===== src/rtl/dma_rb_pkg.sv =====
package dma_rb_pkg;
   timeunit 1ns;
   timeprecision 100ps;

   localparam int DATA_W = 32;
   localparam int CFG_W  = 26;
   localparam int BIT_FIN = 1;
   localparam int BIT_ERR = 4;

   typedef enum logic [1:0] {
      RS_SRC  = 2'd0,
      RS_DST  = 2'd1,
      RS_CNT  = 2'd2,
      RS_CTRL = 2'd3
   } reg_sel_e;

   // control word, MSB first: cfg[31:6], eie, err, burst, fie, fin, run
   typedef struct packed {
      logic [CFG_W-1:0] cfg;
      logic             eie;
      logic             err;
      logic             burst;
      logic             fie;
      logic             fin;
      logic             run;
   } ctrl_t;
endpackage


===== src/rtl/dma_rb_decode.sv =====
module dma_rb_decode
   import dma_rb_pkg::*;
#(
   parameter int NCH    = 4,
   parameter int ADDR_W = 6
) (
   input  logic              wr_en,
   input  logic [ADDR_W-1:0] addr,
   output logic [NCH-1:0]    wr_chan_o,
   output reg_sel_e          sel_o,
   output logic [ADDR_W-5:0] chan_o,
   output logic              aligned_o
);
   timeunit 1ns;
   timeprecision 100ps;

   assign chan_o    = addr[ADDR_W-1:4];
   assign sel_o     = reg_sel_e'(addr[3:2]);
   assign aligned_o = (addr[1:0] == 2'b00);

   always_comb begin
      wr_chan_o = '0;
      if (wr_en && aligned_o) wr_chan_o = NCH'(1) << chan_o;
   end

   always_comb begin

      misaligned_block_chk: assert (aligned_o || (wr_chan_o == '0));

      one_target_chk: assert ($onehot0(wr_chan_o));
   end
endmodule


===== src/rtl/dma_rb_chan.sv =====
module dma_rb_chan
   import dma_rb_pkg::*;
#(
   parameter int CNT_W = 24
) (
   input  logic              clk,
   input  logic              rst_n,
   input  logic              wr_i,
   input  reg_sel_e          sel_i,
   input  logic [DATA_W-1:0] wdata_i,
   input  logic              done_i,
   input  logic              err_i,
   input  logic [CNT_W-1:0]  remain_i,
   output logic [DATA_W-1:0] src_o,
   output logic [DATA_W-1:0] dst_o,
   output logic [CNT_W-1:0]  cnt_o,
   output ctrl_t             ctrl_o,
   output logic              start_o,
   output logic [DATA_W-1:0] rd_o
);
   timeunit 1ns;
   timeprecision 100ps;

   logic [DATA_W-1:0] src_q, dst_q;
   logic [CNT_W-1:0]  cnt_q;
   ctrl_t             ctrl_q, ctrl_nxt;
   logic              run_d;
   logic              ctrl_wr;
   logic [CNT_W-1:0]  cnt_view;

   assign ctrl_wr = wr_i && (sel_i == RS_CTRL);

   always_comb begin
      ctrl_nxt = ctrl_q;
      if (ctrl_wr) begin
         ctrl_nxt     = ctrl_t'(wdata_i);
         ctrl_nxt.fin = ctrl_q.fin & wdata_i[BIT_FIN];
         ctrl_nxt.err = ctrl_q.err & wdata_i[BIT_ERR];
      end
      if (ctrl_q.run && done_i) begin
         ctrl_nxt.fin = 1'b1;
         ctrl_nxt.run = 1'b0;
      end
      if (ctrl_q.run && err_i) begin
         ctrl_nxt.err = 1'b1;
         ctrl_nxt.run = 1'b0;
      end
   end

   always_ff @(posedge clk or negedge rst_n) begin
      if (!rst_n) begin
         src_q  <= '0;
         dst_q  <= '0;
         cnt_q  <= '0;
         ctrl_q <= '0;
         run_d  <= 1'b0;
      end else begin
         run_d  <= ctrl_q.run;
         ctrl_q <= ctrl_nxt;
         if (wr_i && sel_i == RS_SRC) src_q <= wdata_i;
         if (wr_i && sel_i == RS_DST) dst_q <= wdata_i;
         if (wr_i && sel_i == RS_CNT) cnt_q <= wdata_i[CNT_W-1:0];
      end
   end

   assign start_o  = ctrl_q.run & ~run_d;
   assign cnt_view = ctrl_q.run ? remain_i : cnt_q;

   always_comb begin
      unique case (sel_i)
         RS_SRC:  rd_o = src_q;
         RS_DST:  rd_o = dst_q;
         RS_CNT:  rd_o = DATA_W'(cnt_view);
         default: rd_o = ctrl_q;
      endcase
   end

   assign src_o  = src_q;
   assign dst_o  = dst_q;
   assign cnt_o  = cnt_q;
   assign ctrl_o = ctrl_q;


   fin_from_event_chk: assert property (@(posedge clk) disable iff (!rst_n)
      $rose(ctrl_q.fin) |-> $past(ctrl_q.run && done_i));

   err_from_event_chk: assert property (@(posedge clk) disable iff (!rst_n)
      $rose(ctrl_q.err) |-> $past(ctrl_q.run && err_i));

   fin_clear_by_write_chk: assert property (@(posedge clk) disable iff (!rst_n)
      $fell(ctrl_q.fin) |-> $past(ctrl_wr && !wdata_i[BIT_FIN]));

   run_drop_cause_chk: assert property (@(posedge clk) disable iff (!rst_n)
      $fell(ctrl_q.run) |-> $past(ctrl_wr || done_i || err_i));

   start_single_chk: assert property (@(posedge clk) disable iff (!rst_n)
      start_o |=> !start_o);
endmodule


===== src/rtl/dma_rb_irq.sv =====
module dma_rb_irq #(
   parameter int NCH = 4
) (
   input  logic           clk,
   input  logic           rst_n,
   input  logic [NCH-1:0] fin_i,
   input  logic [NCH-1:0] fie_i,
   input  logic [NCH-1:0] err_i,
   input  logic [NCH-1:0] eie_i,
   output logic           irq_o
);
   timeunit 1ns;
   timeprecision 100ps;

   logic [NCH-1:0] req;

   for (genvar c = 0; c < NCH; c++) begin : g_req
      assign req[c] = (fin_i[c] & fie_i[c]) | (err_i[c] & eie_i[c]);
   end

   assign irq_o = |req;


   irq_needs_status_chk: assert property (@(posedge clk) disable iff (!rst_n)
      irq_o |-> (|(fin_i | err_i)));
endmodule


===== src/rtl/dma_regbank.sv =====
module dma_regbank
   import dma_rb_pkg::*;
#(
   parameter  int NCH    = 4,
   parameter  int CNT_W  = 24,
   localparam int ADDR_W = $clog2(NCH) + 4
) (
   input  logic                 clk,
   input  logic                 rst_n,
   input  logic                 wr_en,
   input  logic [ADDR_W-1:0]    addr,
   input  logic [31:0]          wdata,
   output logic [31:0]          rdata,
   output logic [NCH-1:0]       eng_start,
   output logic [NCH-1:0]       eng_run,
   output logic [NCH-1:0]       eng_burst,
   output logic [NCH*32-1:0]    eng_src,
   output logic [NCH*32-1:0]    eng_dst,
   output logic [NCH*CNT_W-1:0] eng_cnt,
   output logic [NCH*26-1:0]    eng_cfg,
   input  logic [NCH*CNT_W-1:0] eng_remain,
   input  logic [NCH-1:0]       eng_done,
   input  logic [NCH-1:0]       eng_err,
   output logic                 irq
);
   timeunit 1ns;
   timeprecision 100ps;

   if (NCH < 2 || (NCH & (NCH - 1)) != 0) begin : g_bad_nch
      $error("NCH must be a power of two, at least 2");
   end
   if (CNT_W < 1 || CNT_W > DATA_W) begin : g_bad_cnt
      $error("CNT_W must lie in 1..32");
   end

   logic [NCH-1:0]    wr_chan;
   reg_sel_e          sel;
   logic [ADDR_W-5:0] chan;
   logic              aligned;
   logic [DATA_W-1:0] ch_rd [NCH];
   ctrl_t             ch_ctrl [NCH];
   logic [NCH-1:0]    fin_v, fie_v, err_v, eie_v;

   dma_rb_decode #(.NCH(NCH), .ADDR_W(ADDR_W)) u_dec (
      .wr_en     (wr_en),
      .addr      (addr),
      .wr_chan_o (wr_chan),
      .sel_o     (sel),
      .chan_o    (chan),
      .aligned_o (aligned)
   );

   for (genvar c = 0; c < NCH; c++) begin : g_ch
      dma_rb_chan #(.CNT_W(CNT_W)) u_ch (
         .clk      (clk),
         .rst_n    (rst_n),
         .wr_i     (wr_chan[c]),
         .sel_i    (sel),
         .wdata_i  (wdata),
         .done_i   (eng_done[c]),
         .err_i    (eng_err[c]),
         .remain_i (eng_remain[c*CNT_W +: CNT_W]),
         .src_o    (eng_src[c*DATA_W +: DATA_W]),
         .dst_o    (eng_dst[c*DATA_W +: DATA_W]),
         .cnt_o    (eng_cnt[c*CNT_W +: CNT_W]),
         .ctrl_o   (ch_ctrl[c]),
         .start_o  (eng_start[c]),
         .rd_o     (ch_rd[c])
      );
      assign eng_run[c]               = ch_ctrl[c].run;
      assign eng_burst[c]             = ch_ctrl[c].burst;
      assign eng_cfg[c*CFG_W +: CFG_W] = ch_ctrl[c].cfg;
      assign fin_v[c] = ch_ctrl[c].fin;
      assign fie_v[c] = ch_ctrl[c].fie;
      assign err_v[c] = ch_ctrl[c].err;
      assign eie_v[c] = ch_ctrl[c].eie;
   end

   assign rdata = aligned ? ch_rd[chan] : '0;

   dma_rb_irq #(.NCH(NCH)) u_irq (
      .clk   (clk),
      .rst_n (rst_n),
      .fin_i (fin_v),
      .fie_i (fie_v),
      .err_i (err_v),
      .eie_i (eie_v),
      .irq_o (irq)
   );


   start_needs_run_chk: assert property (@(posedge clk) disable iff (!rst_n)
      (|eng_start) |-> (|eng_run));
endmodule


===== config.mk =====
export PLATFORM = sky130hd
export DESIGN_NAME = dma_regbank
export DESIGN_NICKNAME = d
export VERILOG_FILES = /design/src/rtl/dma_rb_pkg.sv /design/src/rtl/dma_rb_decode.sv /design/src/rtl/dma_rb_chan.sv /design/src/rtl/dma_rb_irq.sv /design/src/rtl/dma_regbank.sv
export SDC_FILE = /design/constraint.sdc
export NUM_CORES = 1
export LEC_CHECK = 0
export BUFFER_PORTS_ARGS = -buffer_cell sky130_fd_sc_hd__buf_2
export CAP_MARGIN = 30
export CORE_AREA = 2 2 249 251
export DETAILED_ROUTE_END_ITERATION = 16
export DIE_AREA = 0 0 251 253
export GPL_ROUTABILITY_DRIVEN = 1
export PLACE_DENSITY_LB_ADDON = 0.3
export SLEW_MARGIN = 10
export SYNTH_ARGS = -nofsm -noshare
export SYNTH_HDL_FRONTEND = slang
export SYNTH_SLANG_ARGS = --single-unit

===== constraint.sdc =====
create_clock -name clk -period 1.9 [get_ports clk]
set_input_delay 0.095 -clock clk [delete_from_list [all_inputs] [get_ports clk]]
set_output_delay 0.095 -clock clk [all_outputs]
set_load 0.01 [all_outputs]

==> Word-level counts from Yosys, hierarchy flattened <==
Cells that the tools add are included.
{ "word_totals": {"register_bits": 484, "ram_bits": 0, "rom_bits": 0, "mem_count": 0, "latch_bits": 0} }
{ "op_classes": {"n_mul": 0, "bitwise": 29, "reduce_logical": 40, "mux": 29, "n_lt_le_gt_ge": 1, "n_addsub": 0, "n_eq_ne": 3, "n_shift": 1, "div": 0} }
{ "op_table": {"columns": ["op", "count"], "rows": [
  ["32-bit case mux with 3 select lines", 4],
  ["24-bit two-way mux", 4],
  ["32-bit two-way mux", 3],
  ["32-bit binary-select mux with 2-bit select", 1],
  ["1-bit logical AND", 25],
  ["1-bit bitwise AND", 20],
  ["5-bit two-way mux", 4],
  ["2-bit nonzero test", 8],
  ["3-bit nonzero test", 4],
  ["1-bit two-way mux", 8],
  ["2-bit two-way mux", 4],
  ["2-bit == test, second input constant", 2],
  ["2-bit zero test", 2],
  ["4-bit two-way mux", 1],
  ["1-bit inverter", 4],
  ["1-bit bitwise OR", 4],
  ["4-bit OR reduction", 1],
  ["1-bit by 2-bit left shift with 4-bit output, first input constant", 1],
  ["3-bit greater-or-equal comparator, second input constant", 1],
  ["2-bit inverter with 3-bit output", 1],
  ["2-bit by 1-bit == test with 1-bit output, second input constant", 1]
]} }

==> Longest topological paths before layout <==
{ "depth": {"word_depth": 7, "depth_mapped": 8} }

==> By module <==
Synthesis repeated with hierarchy kept, for this count alone.
{ "hier_totals": {"cells_unflattened": 1753, "hier_area_um2": 22889.5} }
{ "by_module_without_submodules": {"columns": ["mod", "seq_area_each_um2", "area_per_inst_um2", "instances", "cells_per_inst"], "rows": [
  ["dma_rb_chan", 3027.9, 5439.0, 4, 407],
  ["dma_regbank", 0.0, 1002.2, 1, 111],
  ["dma_rb_decode", 0.0, 95.1, 1, 9],
  ["dma_rb_irq", 0.0, 36.3, 1, 5]
]} }

==> Worst setup path after synthesis <==
No wires, ideal clock.
{ "synth_timing": {"path_kind": "register to output", "start": "reg g_ch[0].u_ch.ctrl_q (netlist bit g_ch[0].u_ch.ctrl_o[0])", "end": "out rdata[10]", "arrival_ns": 1.753, "setup_slack_ns": 0.052, "t_required_ns": 1.805, "path_stages_with_launch": 6, "path_buffers": 2, "cell_sequence": "dfrtp_1 buf_2 buf_1 a211oi_1 or3_1 nor4_1"} }
{ "synth_between": {"elab_chain_len": 6} }
{ "synth_rtl": {"columns": ["item", "line", "rtl"], "rows": [
  ["start: declaration", "dma_rb_chan.sv:26", "ctrl_t ctrl_q, ctrl_nxt;"],
  ["start signal: assignment", "dma_rb_chan.sv:59", "ctrl_q <= ctrl_nxt;"],
  ["24-bit two-way mux", "dma_rb_chan.sv:67", "assign cnt_view = ctrl_q.run ? remain_i : cnt_q;"],
  ["32-bit case mux with 3 select lines", "dma_rb_chan.sv:70", "unique case (sel_i)"],
  ["32-bit binary-select mux with 2-bit select", "dma_regbank.sv:79", "assign rdata = aligned ? ch_rd[chan] : '0;"],
  ["32-bit two-way mux (implied by the code) (2 in series)", "dma_regbank.sv:79", null],
  ["32-bit two-way mux", "dma_regbank.sv:79", null],
  ["end: declaration", "dma_regbank.sv:13", "output logic [31:0] rdata,"]
]} }
No other way between the ends. The select of a mux whose other input is x is not followed.

==> Worst setup path in the final report <==
{ "layout_timing": {"start": "reg g_ch[0].u_ch.ctrl_q (netlist bit g_ch[0].u_ch.ctrl_o[0])", "end": "out rdata[18]"} }
Same word-level chain as after synthesis.

==> results.toml <==
[worst_setup_path]
worstPathRequired_ns = 1.80
path_class = "reg2out"
startpoint = "g_ch[0].u_ch.ctrl_o[0]$_DFFE_PN0P_"
cp_max_fo = 16
reg2reg_depth = 5
reg2reg_from = "g_ch[1].u_ch.ctrl_o[0]$_DFFE_PN0P_"
endpoint_kind = "output pin"
arrival_ns = 2.30
start_kind = "flip-flop"
reg2reg_to = "g_ch[1].u_ch.ctrl_o[1]$_DFFE_PN0P_"
reg2reg_slack_ns = 0.30
endpoint = "rdata[18]"

[placement]
place_hpwl_um = 69120
gp_congestion = 0.9067
io_buffers = 645
dpl_cell_area_sq_mm = 0.02855
place_ws_ns = -0.2847

[layout]
postLayoutCellArea_sq_mm = 0.03135
nFillCells = 5467
final_common_cell = "buf_2"
final_cell_mix = "buf_2, mux2_2, dfrtp_1"
area_delta_synth_final_pct = 29.59
fin_nets = 2773
layout-drive-gt1-share = 0.5483
final_util = 0.5136

[drt]
wl_met2_um = 46390
drt.antenna.violating_nets = 0
dr.first_iter.drc_count = 1359
wl_um = 95470
vias = 19270
wl_met3_um = 7447
wl_per_cell_um = 27.55
drc_errors = 0
wirelength_met1_um = 37600
drtPass1Iterations = 6
via_per_inst = 5.561
top_layer = "met5"

[die]
core_sq_mm = 0.06103
start_util = 0.3963
num_io_pins = 646
die_w_um = 251
die_y_um = 253
num_rows = 91
dieArea_sq_mm = 0.06350

[sta]
maxSlewHeadroom = 0.6082
period_share = 1.262
worst_pin_slew_ns = 0.5877
rsz0062_at_grt = "yes"
fin_ws_ns = -0.4984
finClkSkew_ns = 0.005190
fmax_mhz = 416.9
min_period_ns = 2.398
slew_violations = 0
setup_viol = 24
hold_viol_final = 0

[cts]
clock_latency_ns = 0.60
cts_tree = "done"
cts_sinks = 484
htreeDepth = 2
cts.clk_slew.worst_paths_ns = 0.06
root_buffer = "clkbuf_16"
cts_buffer_depth = 3
numCtsBuffers = 55

[global_routing]
grt_usage = 0.2931
grt_max_degree = 74
grt_pass1_wl_um = 137200
antenna_found_initial = 13
grt_pass1_vias = 20020
grt.overflow.total = 0

[power_and_ir_drop]
p_sw_mw = 8.934
p_seq_frac = 0.429
power.density_mw_per_mm2 = 961.0
p_leak_nw = 16.05
vdd.ir_drop.worst_uv = 634.4
p_comb_frac = 0.201
p_clk_frac = 0.370
p_int_mw = 21.19
p_sw_frac = 0.2966

[logic_synthesis]
ys_warn_count = 0
yosys.area_share.simple = 0.05059
synth_top_family_by_area = "multiplexers"
synth_enable_flop_cells = 0
synth_cell_types = 40
syn-num-nets = 2168
synthAdderAreaFrac = 0
avgSynthCellArea_sq_um = 11.96
muxShareOfSynthArea = 0.3011
synthXorXnorAreaFrac = 0
netlist_instances = 2023
async_reset_ff_frac = 1.000
synth_compound_area_frac = 0.07894
synth_seq_area_share = 0.5007
ys_dominant_reg_cell = "dfrtp_1"
ys_ff_latch = 484
netlist_area_sq_mm = 0.02419

[status]
outcome = "finished with violations"
failed_checks = "setup timing"

[hold_path]
hold_path.class = "in2async"

[flow_run]
maxCapViolCount = 0
[flip-flops by register name (all words and copies together), names as in the netlist]
| register | flops |
|---|---|
| g_ch.u_ch.cnt_o | 96 |
| g_ch.u_ch.dst_o | 128 |
| g_ch.u_ch.run_d | 4 |
| g_ch.u_ch.src_o | 128 |
| g_ch.u_ch.ctrl_o | 128 |
[what timing repair did]
item	CTS	global route
endpoints found under the setup margin	26	31
hold buffers	30	0
buffers inserted	14	12
resized for setup	66	49
pin swaps	23	17
hold endpoints to repair	637	0
[logic make-up (layout without fill, tap and decap cells)]
family	count (synthesis)	count (layout)
simple gates	247	247
flops	484	484
mux	666	666
other cells	0	5
buf+inv	287	934
compound gates	339	339
[metrics by stage]
step	instances	TNS [ns]	hold slack, ns	power, mW
floorplan	2023	0	-0.2006	16.05
global placement	3306	-7.336	0.08681	18.77
detailed placement	3306	-6.093	0.08591	18.92
CTS	3449	-11.34	0.0003696	30.28
global route	3462	-12.42	0.02514	31.34
finish	3465	-10.25	0.02261	30.12
[synth_stat cells (3+ instances only)]
cell type    n  area [sq um]
o211ai_1    16         120.1
and2_1       3         18.77
nor4_1      23         143.9
a21oi_1     71         355.3
nand2b_1     4         25.02
a22oi_1      4         30.03
a211oi_1    24         180.2
nand3_1     21         105.1
nor2_1      25         93.84
or3_1       26         162.7
mux2_1       3         33.78
o22ai_1     30         187.7
dfrtp_1    484         12110
buf_4      126         945.9
a21o_1      14         105.1
buf_1        5         18.77
mux2_2     490          5518
o21a_1       4         30.03
nand2_1    104         390.4
clkbuf_1    78         292.8
buf_2       76         380.4
o21ai_0    170         850.8
nor2b_1     31         193.9
mux2i_1    173          1732
[power by group through the flow]
stage | Sequential, mW | Combinational (mW) | Clock (mW)
after floorplan | 13.1 | 2.91 | 0
after global routing | 13.1 | 6.49 | 11.8
after global placement | 13.0 | 5.75 | 0
final | 12.9 | 6.05 | 11.1
after detailed placement | 13.1 | 5.85 | 0
after CTS | 12.9 | 6.01 | 11.4
[worst max-delay path, cell delays in order (launching register included)]
cell and delay [ns]:
dfrtp_2 0.43, buf_4 0.16, buf_12 0.15, nor2b_2 0.13, a211oi_1 0.06, or3_1 0.34, nor4_2 0.23, buf_2 0.18
[how the worst min path moves through the flow]
stage	end	cells after the start
finish	g_ch[2].u_ch.ctrl_o[6]$_DFFE_PN0P_	2
global route	g_ch[1].u_ch.cnt_o[21]$_DFFE_PN0P_	2
CTS	g_ch[3].u_ch.dst_o[2]$_DFFE_PN0P_	2
detailed placement	g_ch[2].u_ch.ctrl_o[6]$_DFFE_PN0P_	1
global placement	g_ch[2].u_ch.ctrl_o[6]$_DFFE_PN0P_	1
floorplan	g_ch[0].u_ch.cnt_o[0]$_DFFE_PN0P_	0
[routing by layer]
metal  GRT usage  vias up
met5           0        -
met4      0.1179       14
met3     0.07494      206
met2      0.4947      881
met1      0.3588     9792
li1            -     8375
[cell type report]
type,instances,area [sq um],area share
sequential,484,12120,0.3865
timing repair buffer,835,5507,0.1757
clock buffer,73,1556,0.04965
tap,790,988.4,0.03153
antenna,5,12.51,0.0003992
clock inverter,26,327.8,0.01046
multi-input combinational,1252,10840,0.3457
Note: power is estimated with default switching activity, not from simulation.
